[src/rtl/bidir_scan_pkg.sv]
// Shared mode encoding for the bidirectional boundary-scan control.
// Assumes the instruction decoder outside presents one of these codes.
package bidir_scan_pkg;
    typedef enum logic [1:0] {
        MODE_NORMAL = 2'b00,
        MODE_TEST   = 2'b01,
        MODE_HIGHZ  = 2'b10,
        MODE_SPARE  = 2'b11
    } scan_mode_e;
endpackage

[src/rtl/bsr_chain.sv]
// Capture/shift chain with a separate update latch per cell.
// Assumes N >= 2; capture wins over shift when both strobes are high.
module bsr_chain #(
    parameter int          N       = 20,
    parameter logic [N-1:0] RST_VAL = '0
) (
    input  logic         clk,
    input  logic         rst_n,
    input  logic         sel,
    input  logic         capture,
    input  logic         shift,
    input  logic         update,
    input  logic         scan_in,
    input  logic [N-1:0] cap_data,
    output logic         scan_out,
    output logic [N-1:0] upd_q
);
    logic [N-1:0] chain_q;

    // Chain flops: capture parallel data or shift one place toward bit N-1.
    always_ff @(posedge clk) begin
        if (!rst_n)
            chain_q <= '0;
        else if (sel && capture)
            chain_q <= cap_data;
        else if (sel && shift)
            chain_q <= {chain_q[N-2:0], scan_in};
    end

    // Update latches: copy the chain only on a selected update strobe.
    always_ff @(posedge clk) begin
        if (!rst_n)
            upd_q <= RST_VAL;
        else if (sel && update)
            upd_q <= chain_q;
    end

    assign scan_out = chain_q[N-1];

    assert_shift_move_R2: assert property (@(posedge clk) disable iff (!rst_n)
        (sel && shift && !capture) |=> (scan_out == $past(chain_q[N-2]) && chain_q[0] == $past(scan_in)));

    assert_latch_hold_R3: assert property (@(posedge clk) disable iff (!rst_n)
        !(sel && update) |=> $stable(upd_q));

    assert_deselect_hold_R11: assert property (@(posedge clk) disable iff (!rst_n)
        !sel |=> $stable(chain_q));
endmodule

[src/rtl/bsr_dir.sv]
// Per-group drive-enable selection for both ports.
// Assumes the B-to-A direction latch is active low, the A-to-B one active high.
module bsr_dir #(
    parameter int NGRP = 2
) (
    input  logic            test_mode,
    input  logic            hiz_mode,
    input  logic [NGRP-1:0] cell_a2b,
    input  logic [NGRP-1:0] cell_b2a,
    input  logic [NGRP-1:0] core_a_oe,
    input  logic [NGRP-1:0] core_b_oe,
    output logic [NGRP-1:0] a_drv,
    output logic [NGRP-1:0] b_drv
);
    for (genvar g = 0; g < NGRP; g++) begin : g_grp
        // Enable choice for group g: off, from latches, or from the core.
        always_comb begin
            if (hiz_mode) begin
                a_drv[g] = 1'b0;
                b_drv[g] = 1'b0;
            end else if (test_mode) begin
                a_drv[g] = ~cell_b2a[g];
                b_drv[g] = cell_a2b[g];
            end else begin
                a_drv[g] = core_a_oe[g];
                b_drv[g] = core_b_oe[g];
            end
        end
    end
endmodule

[src/rtl/bsr_pinmux.sv]
// Data muxing between pins, core and scan cells, plus capture source choice.
// Assumes W = NGRP * GW with bit i belonging to group i / GW.
module bsr_pinmux #(
    parameter int NGRP = 2,
    parameter int GW   = 4,
    localparam int W   = NGRP * GW
) (
    input  logic            norm_mode,
    input  logic [W-1:0]    upd_a,
    input  logic [W-1:0]    upd_b,
    input  logic [W-1:0]    core_a_out,
    input  logic [W-1:0]    core_b_out,
    input  logic [W-1:0]    a_pin_in,
    input  logic [W-1:0]    b_pin_in,
    input  logic [NGRP-1:0] a_drv,
    input  logic [NGRP-1:0] b_drv,
    input  logic [NGRP-1:0] en_a2b_pin,
    input  logic [NGRP-1:0] en_b2a_n_pin,
    output logic [W-1:0]    a_pin_out,
    output logic [W-1:0]    b_pin_out,
    output logic [W-1:0]    core_a_in,
    output logic [W-1:0]    core_b_in,
    output logic [NGRP-1:0] core_en_a2b,
    output logic [NGRP-1:0] core_en_b2a_n,
    output logic [W-1:0]    cap_a,
    output logic [W-1:0]    cap_b
);
    // Pin drive data: core in normal mode, update latches otherwise.
    always_comb begin
        a_pin_out = norm_mode ? core_a_out : upd_a;
        b_pin_out = norm_mode ? core_b_out : upd_b;
    end

    // Core side: data always passes, enables are held inactive outside normal mode.
    always_comb begin
        core_a_in     = a_pin_in;
        core_b_in     = b_pin_in;
        core_en_a2b   = norm_mode ? en_a2b_pin   : '0;
        core_en_b2a_n = norm_mode ? en_b2a_n_pin : '1;
    end

    for (genvar i = 0; i < W; i++) begin : g_bit
        localparam int G = i / GW;
        // Capture source for bit i: core data when this side drives in normal mode.
        always_comb begin
            cap_a[i] = (norm_mode && a_drv[G]) ? core_a_out[i] : a_pin_in[i];
            cap_b[i] = (norm_mode && b_drv[G]) ? core_b_out[i] : b_pin_in[i];
        end
    end
endmodule

[src/rtl/bidir_scan_ctl.sv]
// Boundary-scan control for a grouped two-port bidirectional transceiver.
// Chain layout: A data at 0..W-1, B data at W..2W-1, then per group g the
// A-to-B direction cell at 2W+2g and the B-to-A direction cell at 2W+2g+1.
// Assumes strobes are one-cycle enables on clk from an external TAP.
module bidir_scan_ctl
    import bidir_scan_pkg::*;
#(
    parameter int NGRP = 2,
    parameter int GW   = 4
) (
    input  logic                 clk,
    input  logic                 rst_n,
    input  logic                 bsr_sel,
    input  logic                 capture_dr,
    input  logic                 shift_dr,
    input  logic                 update_dr,
    input  logic [1:0]           mode,
    input  logic                 scan_in,
    output logic                 scan_out,
    input  logic [NGRP*GW-1:0]   a_pin_in,
    output logic [NGRP*GW-1:0]   a_pin_out,
    output logic [NGRP-1:0]      a_pin_oe,
    input  logic [NGRP*GW-1:0]   b_pin_in,
    output logic [NGRP*GW-1:0]   b_pin_out,
    output logic [NGRP-1:0]      b_pin_oe,
    input  logic [NGRP-1:0]      en_a2b_pin,
    input  logic [NGRP-1:0]      en_b2a_n_pin,
    input  logic [NGRP*GW-1:0]   core_a_out,
    input  logic [NGRP*GW-1:0]   core_b_out,
    input  logic [NGRP-1:0]      core_a_oe,
    input  logic [NGRP-1:0]      core_b_oe,
    output logic [NGRP*GW-1:0]   core_a_in,
    output logic [NGRP*GW-1:0]   core_b_in,
    output logic [NGRP-1:0]      core_en_a2b,
    output logic [NGRP-1:0]      core_en_b2a_n
);
    localparam int W    = NGRP * GW;
    localparam int DIRB = 2 * W;
    localparam int N    = DIRB + 2 * NGRP;

    // Reset image of the update latches: B-to-A cells inactive (1).
    function automatic logic [N-1:0] reset_image();
        logic [N-1:0] v;
        v = '0;
        for (int g = 0; g < NGRP; g++) v[DIRB + 2*g + 1] = 1'b1;
        return v;
    endfunction
    localparam logic [N-1:0] RST_IMG = reset_image();

    scan_mode_e     mode_e;
    logic           test_mode, hiz_mode, norm_mode;
    logic [N-1:0]   cap_vec, upd_vec;
    logic [W-1:0]   cap_a, cap_b;
    logic [NGRP-1:0] cell_a2b, cell_b2a, a_drv, b_drv;

    // Mode decode; the spare code behaves as normal.
    always_comb begin
        mode_e    = scan_mode_e'(mode);
        test_mode = (mode_e == MODE_TEST);
        hiz_mode  = (mode_e == MODE_HIGHZ);
        norm_mode = !test_mode && !hiz_mode;
    end

    assign cap_vec[W-1:0]    = cap_a;
    assign cap_vec[DIRB-1:W] = cap_b;
    for (genvar g = 0; g < NGRP; g++) begin : g_dircell
        assign cap_vec[DIRB + 2*g]     = en_a2b_pin[g];
        assign cap_vec[DIRB + 2*g + 1] = en_b2a_n_pin[g];
        assign cell_a2b[g] = upd_vec[DIRB + 2*g];
        assign cell_b2a[g] = upd_vec[DIRB + 2*g + 1];
    end

    bsr_chain #(.N(N), .RST_VAL(RST_IMG)) chain_i (
        .clk(clk), .rst_n(rst_n), .sel(bsr_sel), .capture(capture_dr),
        .shift(shift_dr), .update(update_dr), .scan_in(scan_in),
        .cap_data(cap_vec), .scan_out(scan_out), .upd_q(upd_vec)
    );

    bsr_dir #(.NGRP(NGRP)) dir_i (
        .test_mode(test_mode), .hiz_mode(hiz_mode),
        .cell_a2b(cell_a2b), .cell_b2a(cell_b2a),
        .core_a_oe(core_a_oe), .core_b_oe(core_b_oe),
        .a_drv(a_drv), .b_drv(b_drv)
    );

    bsr_pinmux #(.NGRP(NGRP), .GW(GW)) mux_i (
        .norm_mode(norm_mode),
        .upd_a(upd_vec[W-1:0]), .upd_b(upd_vec[DIRB-1:W]),
        .core_a_out(core_a_out), .core_b_out(core_b_out),
        .a_pin_in(a_pin_in), .b_pin_in(b_pin_in),
        .a_drv(a_drv), .b_drv(b_drv),
        .en_a2b_pin(en_a2b_pin), .en_b2a_n_pin(en_b2a_n_pin),
        .a_pin_out(a_pin_out), .b_pin_out(b_pin_out),
        .core_a_in(core_a_in), .core_b_in(core_b_in),
        .core_en_a2b(core_en_a2b), .core_en_b2a_n(core_en_b2a_n),
        .cap_a(cap_a), .cap_b(cap_b)
    );

    assign a_pin_oe = a_drv;
    assign b_pin_oe = b_drv;

    assert_highz_off_R8: assert property (@(posedge clk) disable iff (!rst_n)
        (mode == 2'b10) |-> (a_pin_oe == '0 && b_pin_oe == '0));

    assert_core_en_quiet_R7: assert property (@(posedge clk) disable iff (!rst_n)
        (mode == 2'b01 || mode == 2'b10) |-> (core_en_a2b == '0 && core_en_b2a_n == '1));

    assert_pins_hold_R3: assert property (@(posedge clk) disable iff (!rst_n)
        (mode == 2'b01 && $past(mode) == 2'b01 && !$past(bsr_sel && update_dr))
        |-> ($stable(a_pin_out) && $stable(b_pin_out) && $stable(a_pin_oe) && $stable(b_pin_oe)));
endmodule

[config.mk]
export PLATFORM = sky130hd
export DESIGN_NAME = bidir_scan_ctl
export DESIGN_NICKNAME = d
export VERILOG_FILES = /design/src/rtl/bidir_scan_pkg.sv /design/src/rtl/bsr_chain.sv /design/src/rtl/bsr_dir.sv /design/src/rtl/bsr_pinmux.sv /design/src/rtl/bidir_scan_ctl.sv
export SDC_FILE = /design/constraint.sdc
export NUM_CORES = 1
export LEC_CHECK = 0
export ABC_AREA = 1
export BUFFER_PORTS_ARGS = -buffer_cell sky130_fd_sc_hd__buf_2
export CAP_MARGIN = 0
export CORE_MARGIN = 1.5
export CORE_UTILIZATION = 53
export CTS_BUF_LIST = sky130_fd_sc_hd__clkbuf_16
export DETAILED_ROUTE_END_ITERATION = 12
export HOLD_SLACK_MARGIN = 0.05
export PLACE_DENSITY = 0.86
export SLEW_MARGIN = 20
export SYNTH_ARGS = -nofsm -noshare
export SYNTH_HDL_FRONTEND = slang
export SYNTH_SLANG_ARGS = --single-unit
[constraint.sdc]
create_clock -name clk -period 3.52 [get_ports clk]
set_input_delay 0.528 -clock clk [delete_from_list [all_inputs] [get_ports clk]]
set_output_delay 0.528 -clock clk [all_outputs]
set_load 0.005 [all_outputs]
==> results of run 1 <==
[worst paths after layout]
path / from / end / slack (ns) / depth (start not counted)
worst max register to register: chain_i.upd_q[18] / chain_i.chain_q[15] / 2.45 / 7
worst min-delay path: chain_i.upd_q[0] / chain_i.upd_q[0] / 0.45 / 2
worst min register to register: chain_i.upd_q[0] / chain_i.upd_q[0] / 0.45 / 2
worst max-delay path: mode[1] / b_pin_oe[1] / 1.44 / 6
[critical path, delay by kind of cell]
family	cells	cell delay, ns
adder cells (fa/ha/maj)	1	0.30
AO/OA/AOI/OAI	1	0.26
buffers and inverters	3	0.32
AND/OR/NAND/NOR	1	0.14
[registers in the layout, indices dropped and copies added (netlist names)]
register,count
chain_i.upd_q,20
chain_i.chain_q,20
[through the flow]
step	power, mW	utilization	hold WS (ns)	std cells	cell area (sq um)
6_report	1.17	0.646	0.447	477	2790
3_3_place_gp	0.753	0.613	0.435	469	2650
3_5_place_dp	0.760	0.613	0.439	469	2650
2_1_floorplan	0.681	-	0.424	361	2360
5_1_grt	1.23	0.646	0.475	477	2790
4_1_cts	1.17	0.645	0.448	477	2790
[cell usage after synthesis]
master,number
buf_4,17
inv_2,3
clkbuf_1,6
buf_6,3
nand3_1,38
o21ai_0,50
nor2_1,19
nand4_1,2
a21oi_2,1
nand2_2,5
ha_1,2
buf_2,9
nand4_2,1
o21ai_1,2
nor2_2,2
nand3_2,1
a21oi_1,21
nor2_4,2
inv_1,51
nand2_4,1
nor3_1,11
o211ai_1,2
nand2_1,70
dfxtp_1,40
o21ai_2,1
o221ai_1,1
[metal layers]
metal,track usage,vias to the layer above,share of wire
li1,-,1269,-
met1,0.300,1068,0.43
met2,0.413,87,0.50
met3,0.0233,4,0.070
met4,0.0513,0,0.0071
met5,0,-,0
[area by class of cell]
cell class              count  area, sq um  share of cell area
clock buffers               5          125              0.0448
clock inverters             3         11.3             0.00403
inverters                  54          203              0.0726
multi-input cells         232         1130               0.403
flip-flops and latches     40          801               0.287
well taps                  52         65.1              0.0233
repair buffers             91          460               0.165
[power breakdown]
part	total [mW]	switching, mW	internal, mW
clock	0.415	0.161	0.255
sequential	0.504	0.0171	0.487
combinational	0.248	0.149	0.0995
[logic make-up after synthesis]
group,Yosys count
AO/OA/AOI/OAI,78
flip-flops,40
buffers and inverters,89
adder cells (fa/ha/maj),2
AND/OR/NAND/NOR,152
==> metrics.md, run 1 <==
| Metric | Value |
|---|---|
| Run status | finished clean |
| First-pass GRT wire length | 9.34 mm |
| PortBufs | 89 |
| Clk_lat worst skew | 0.27 ns |
| Total GRT Usage | 0.231 |
| Sequential fraction of the synthesis area | 0.340 |
| # Post-CTS Setup Buffers | 0 |
| Vias | 2428 |
| Worst Setup Start Kind | primary input |
| Slowest stage delay, CP | 0.30 ns |
| Initial antenna violation count | 0 |
| Fmax | 481 MHz |
| Filler cell count | 396 |
| Leak pwr | 1.49 nW |
| Most frequent cells in the layout | buf_2, nand2_1, inv_1, o21ai_0, dfxtp_1 |
| Clock slew at reported path FFs | 0.06 ns |
| CP Data Required Time | 2.99 ns |
| Yosys top cell by area | dfxtp_1 |
| Top Ports | 90 |
| TNS Setup | 0 ns |
| Hold WC Path Type | reg -> reg |
| Synth warnings | 0 |
| Core box area | 4320 sq um |
| Final Hold Viols | 0 |
| MaxCap Viol Count | 0 |
| Place WS | 1.46 ns |
| Site Rows | 24 |
| Worst path cell trace | buf_2 > inv_1 > ha_1 > nand2_1 > a21oi_2 > buf_2 |
| Via/cell ratio | 5.09 |
| Final worst clock skew | 0.00467 ns |
| Area grow syn2layout | 18.5% |
| Top cell type's share of synthesized area | 0.340 |
| Nets | 475 |
| Post-CTS Resized | 0 |
| RSZ-0062 raised after global routing | false |
| DR WL/cell | 11.5 um |
| Gp weighted congestion | 0.773 |
| Area share of xor/xnor cells in the synthesized design | 0 |
| Clk buf depth | 2 |
| Post-Synth Simple-Gate Area | 0.294 |
| Tmin final | 2.08 ns |
| Highest net fanout along the worst path | 6 |
| Max transition margin | 0.589 |
| Pin count of the biggest net entering global routing | 41 |
| Syn Nets | 412 |
| Max-slew violations | 0 |
| Adder-Cell Fraction of Synth Area | 0.0106 |
| H-Tree Depth | 2 |
| Hold-fix buffers at CTS | 0 |
| #FFs+latches synth | 40 |
| Synth Area in Compound Gates | 0.173 |
| Post-DP HPWL | 3.95 mm |
| CP max stage cell | ha_1 |
| Most used cell, CP | buf_2 |
| Unique masters post-synth | 26 |
| Syn Std Cell Area | 2360 sq um |
| Share of layout cells above drive strength 1 | 0.268 |
| CP arrival | 1.55 ns |
| Clk root buf | clkbuf_16 |
| Synth Area per Inst | 6.53 sq um |
| DRT antenna net count | 0 |
| CTS tree | built |
| Largest family of logic cells by synthesized area | simple AND/OR/NAND/NOR gates |
| Drt first-iter violations | 186 |
| CTS buffer count | 5 |
| Post-synthesis mux area share | 0 |
| Commonest non-fill, non-tap cell in the layout | buf_2 |
| Synth area leaders | dfxtp_1, nand2_1, o21ai_0 |
| Power per Cell Area | 418 nW/um^2 |
| Period utilization | 0.591 |
| Die H | 69.7 um |
| Die W | 69.7 um |
| Diode count | 0 |
| Vias in the first global route | 2129 |
| Setup WS post-layout | 1.44 ns |
| # setup viols final | 0 |
| Remaining DRCs | 0 |
| CTS Sinks | 40 |
| Drt pass-1 iters | 5 |
| Worst VDD drop | 0.000278 V |
| Die area | 4850 sq um |
| Total wire length | 5.51 mm |
| Starting Density | 0.545 |
| Grt total ovfl | 0 |
| Worst Path Class, Setup | in -> out |
| Mapped Cells | 361 |
| Endpoint type of the worst setup path | primary output |
| Worst slew pin tran | 0.614 ns |
No activity file was read; power rests on OpenSTA's default activity.
==> run 2: changes to the inputs <==
CORE_UTILIZATION = 49   (was 53)
PLACE_DENSITY = 0.8   (was 0.86)
clock period = 2.2 ns   (was 3.52 ns; I/O delays follow)
==> metrics.md, run 2 (synthesis gave the netlist of run 1 again) <==
| Metric | Value |
|---|---|
| Run status | finished clean |
| CP Data Required Time | 1.87 ns |
| Final core occ | 0.602 |
| Pin count of the biggest net entering global routing | 41 |
| Setup WS post-layout | 0.465 ns |
| Hold Slack | 0.353 ns |
| Remaining DRCs | 0 |
| Dpl cell area | 2660 sq um |
| Nets | 476 |
| Starting Density | 0.502 |
| Die area | 5230 sq um |
| Biggest regs | chain_i.chain_q (20), chain_i.upd_q (20) |
| Clk_lat worst skew | 0.28 ns |
| H-Tree Depth | 2 |
| DR WL/cell | 11.1 um |
| Hold WC Path Type | in -> reg |
| Clk root buf | clkbuf_16 |
| RSZ-0062 raised after global routing | false |
| Die H | 72.3 um |
| Top Ports | 90 |
| Drt pass-1 iters | 5 |
| Origin of the worst setup path | mode[0] |
| Leak pwr | 1.50 nW |
| Max transition margin | 0.624 |
| Max-slew violations | 0 |
| Vias | 2427 |
| First-pass GRT wire length | 8.93 mm |
| Fmax | 576 MHz |
| Diode count | 0 |
| Most frequent cells in the layout | buf_2, nand2_1, inv_1, o21ai_0, dfxtp_1 |
| Area grow syn2layout | 19.9% |
| Most used cell, CP | buf_2 |
| Tmin final | 1.73 ns |
| Hold-fix buffers at CTS | 0 |
| Post-CTS Resized | 0 |
| Highest net fanout along the worst path | 31 |
| Reg2Reg Launch Point | chain_i.upd_q[17] |
| Final Non-Filler Cells | 480 |
| Core box area | 4690 sq um |
| Site Rows | 25 |
| CP endpoint | b_pin_out[6] |
| Share of layout cells above drive strength 1 | 0.270 |
| # Post-CTS Setup Buffers | 0 |
| CP arrival | 1.40 ns |
| Worst Setup Start Kind | primary input |
| CTS buffer count | 5 |
| Place WS | 0.465 ns |
| Grt total ovfl | 0 |
| Clk buf depth | 2 |
| Filler cell count | 475 |
| Area occupied by multi-input gates | 1120 sq um |
| DRT antenna net count | 0 |
| Worst VDD drop | 0.000402 V |
| Vias in the first global route | 2136 |
| Endpoint type of the worst setup path | primary output |
| Initial antenna violation count | 0 |
| Power per Cell Area | 707 nW/um^2 |
| TNS Setup | 0 ns |
| Final Hold Viols | 0 |
| Worst Path Class, Setup | in -> out |
| # setup viols final | 0 |
| Slowest stage delay, CP | 0.30 ns |
| Worst path cell trace | buf_2 > inv_1 > ha_1 > buf_4 > o21ai_0 > buf_2 |
| Register area | 801 sq um |
| Worst reg2reg path depth | 6 |
| Drt first-iter violations | 117 |
| Total wire length | 5.34 mm |
| Total GRT Usage | 0.214 |
| Post-DP HPWL | 3.91 mm |
| Gp weighted congestion | 0.819 |
| PortBufs | 89 |
| Via/cell ratio | 5.06 |
| Worst reg-to-reg setup slack | 1.13 ns |
| Reg2Reg Capture Point | chain_i.chain_q[0] |
| Die W | 72.3 um |
| Commonest non-fill, non-tap cell in the layout | buf_2 |
| Placed instance count | 472 |
| CTS Sinks | 40 |
| CTS tree | built |
| Final worst clock skew | 0.00215 ns |
| MaxCap Viol Count | 0 |
| Clock slew at reported path FFs | 0.05 ns |
| Period utilization | 0.789 |
| Finished Cell Area | 2830 sq um |
| CP max stage cell | ha_1 |
| Worst slew pin tran | 0.563 ns |
| Pwr Total | 2.00 mW |
[run 2: worst min path at each step]
stage	start	endpoint	slack [ns]	cells after the start
floorplan	chain_i.upd_q[0]	chain_i.upd_q[0]	0.42	2
global route	b_pin_in[2]	chain_i.chain_q[10]	0.39	5
finish	b_pin_in[0]	chain_i.chain_q[8]	0.35	5
CTS	b_pin_in[0]	chain_i.chain_q[8]	0.35	5
detailed placement	chain_i.upd_q[2]	chain_i.upd_q[2]	0.44	2
global placement	chain_i.upd_q[5]	chain_i.upd_q[5]	0.44	2
[run 2: power breakdown]
group	total (mW)	internal [mW]	leakage, nW	switching, mW
clock network	0.797	0.527	0.0789	0.271
registers	0.805	0.779	0.330	0.0258
logic	0.396	0.160	1.09	0.236
total	2.00	1.47	1.50	0.532
[run 2: final cells by class]
type,instances,share of cell area
clock inverter,3,0.0133
multi-input combinational,232,0.398
clock buffer,5,0.0443
inverter,54,0.0717
timing repair buffer,92,0.166
sequential,40,0.283
tap,54,0.0239
[run 2: routing by layer]
layer / GRT usage / up-vias / wire length (um)
met5: 0 / - / 0
met4: 0.0692 / 0 / 61
met3: 0.0403 / 7 / 292
met2: 0.385 / 73 / 2520
met1: 0.257 / 1073 / 2470
li1: - / 1274 / -
[run 2: critical path, delay by kind of cell]
kind / cells / cell delay (ns)
buf+inv: 4 / 0.52
fa+ha+maj: 1 / 0.30
compound gates: 1 / 0.24
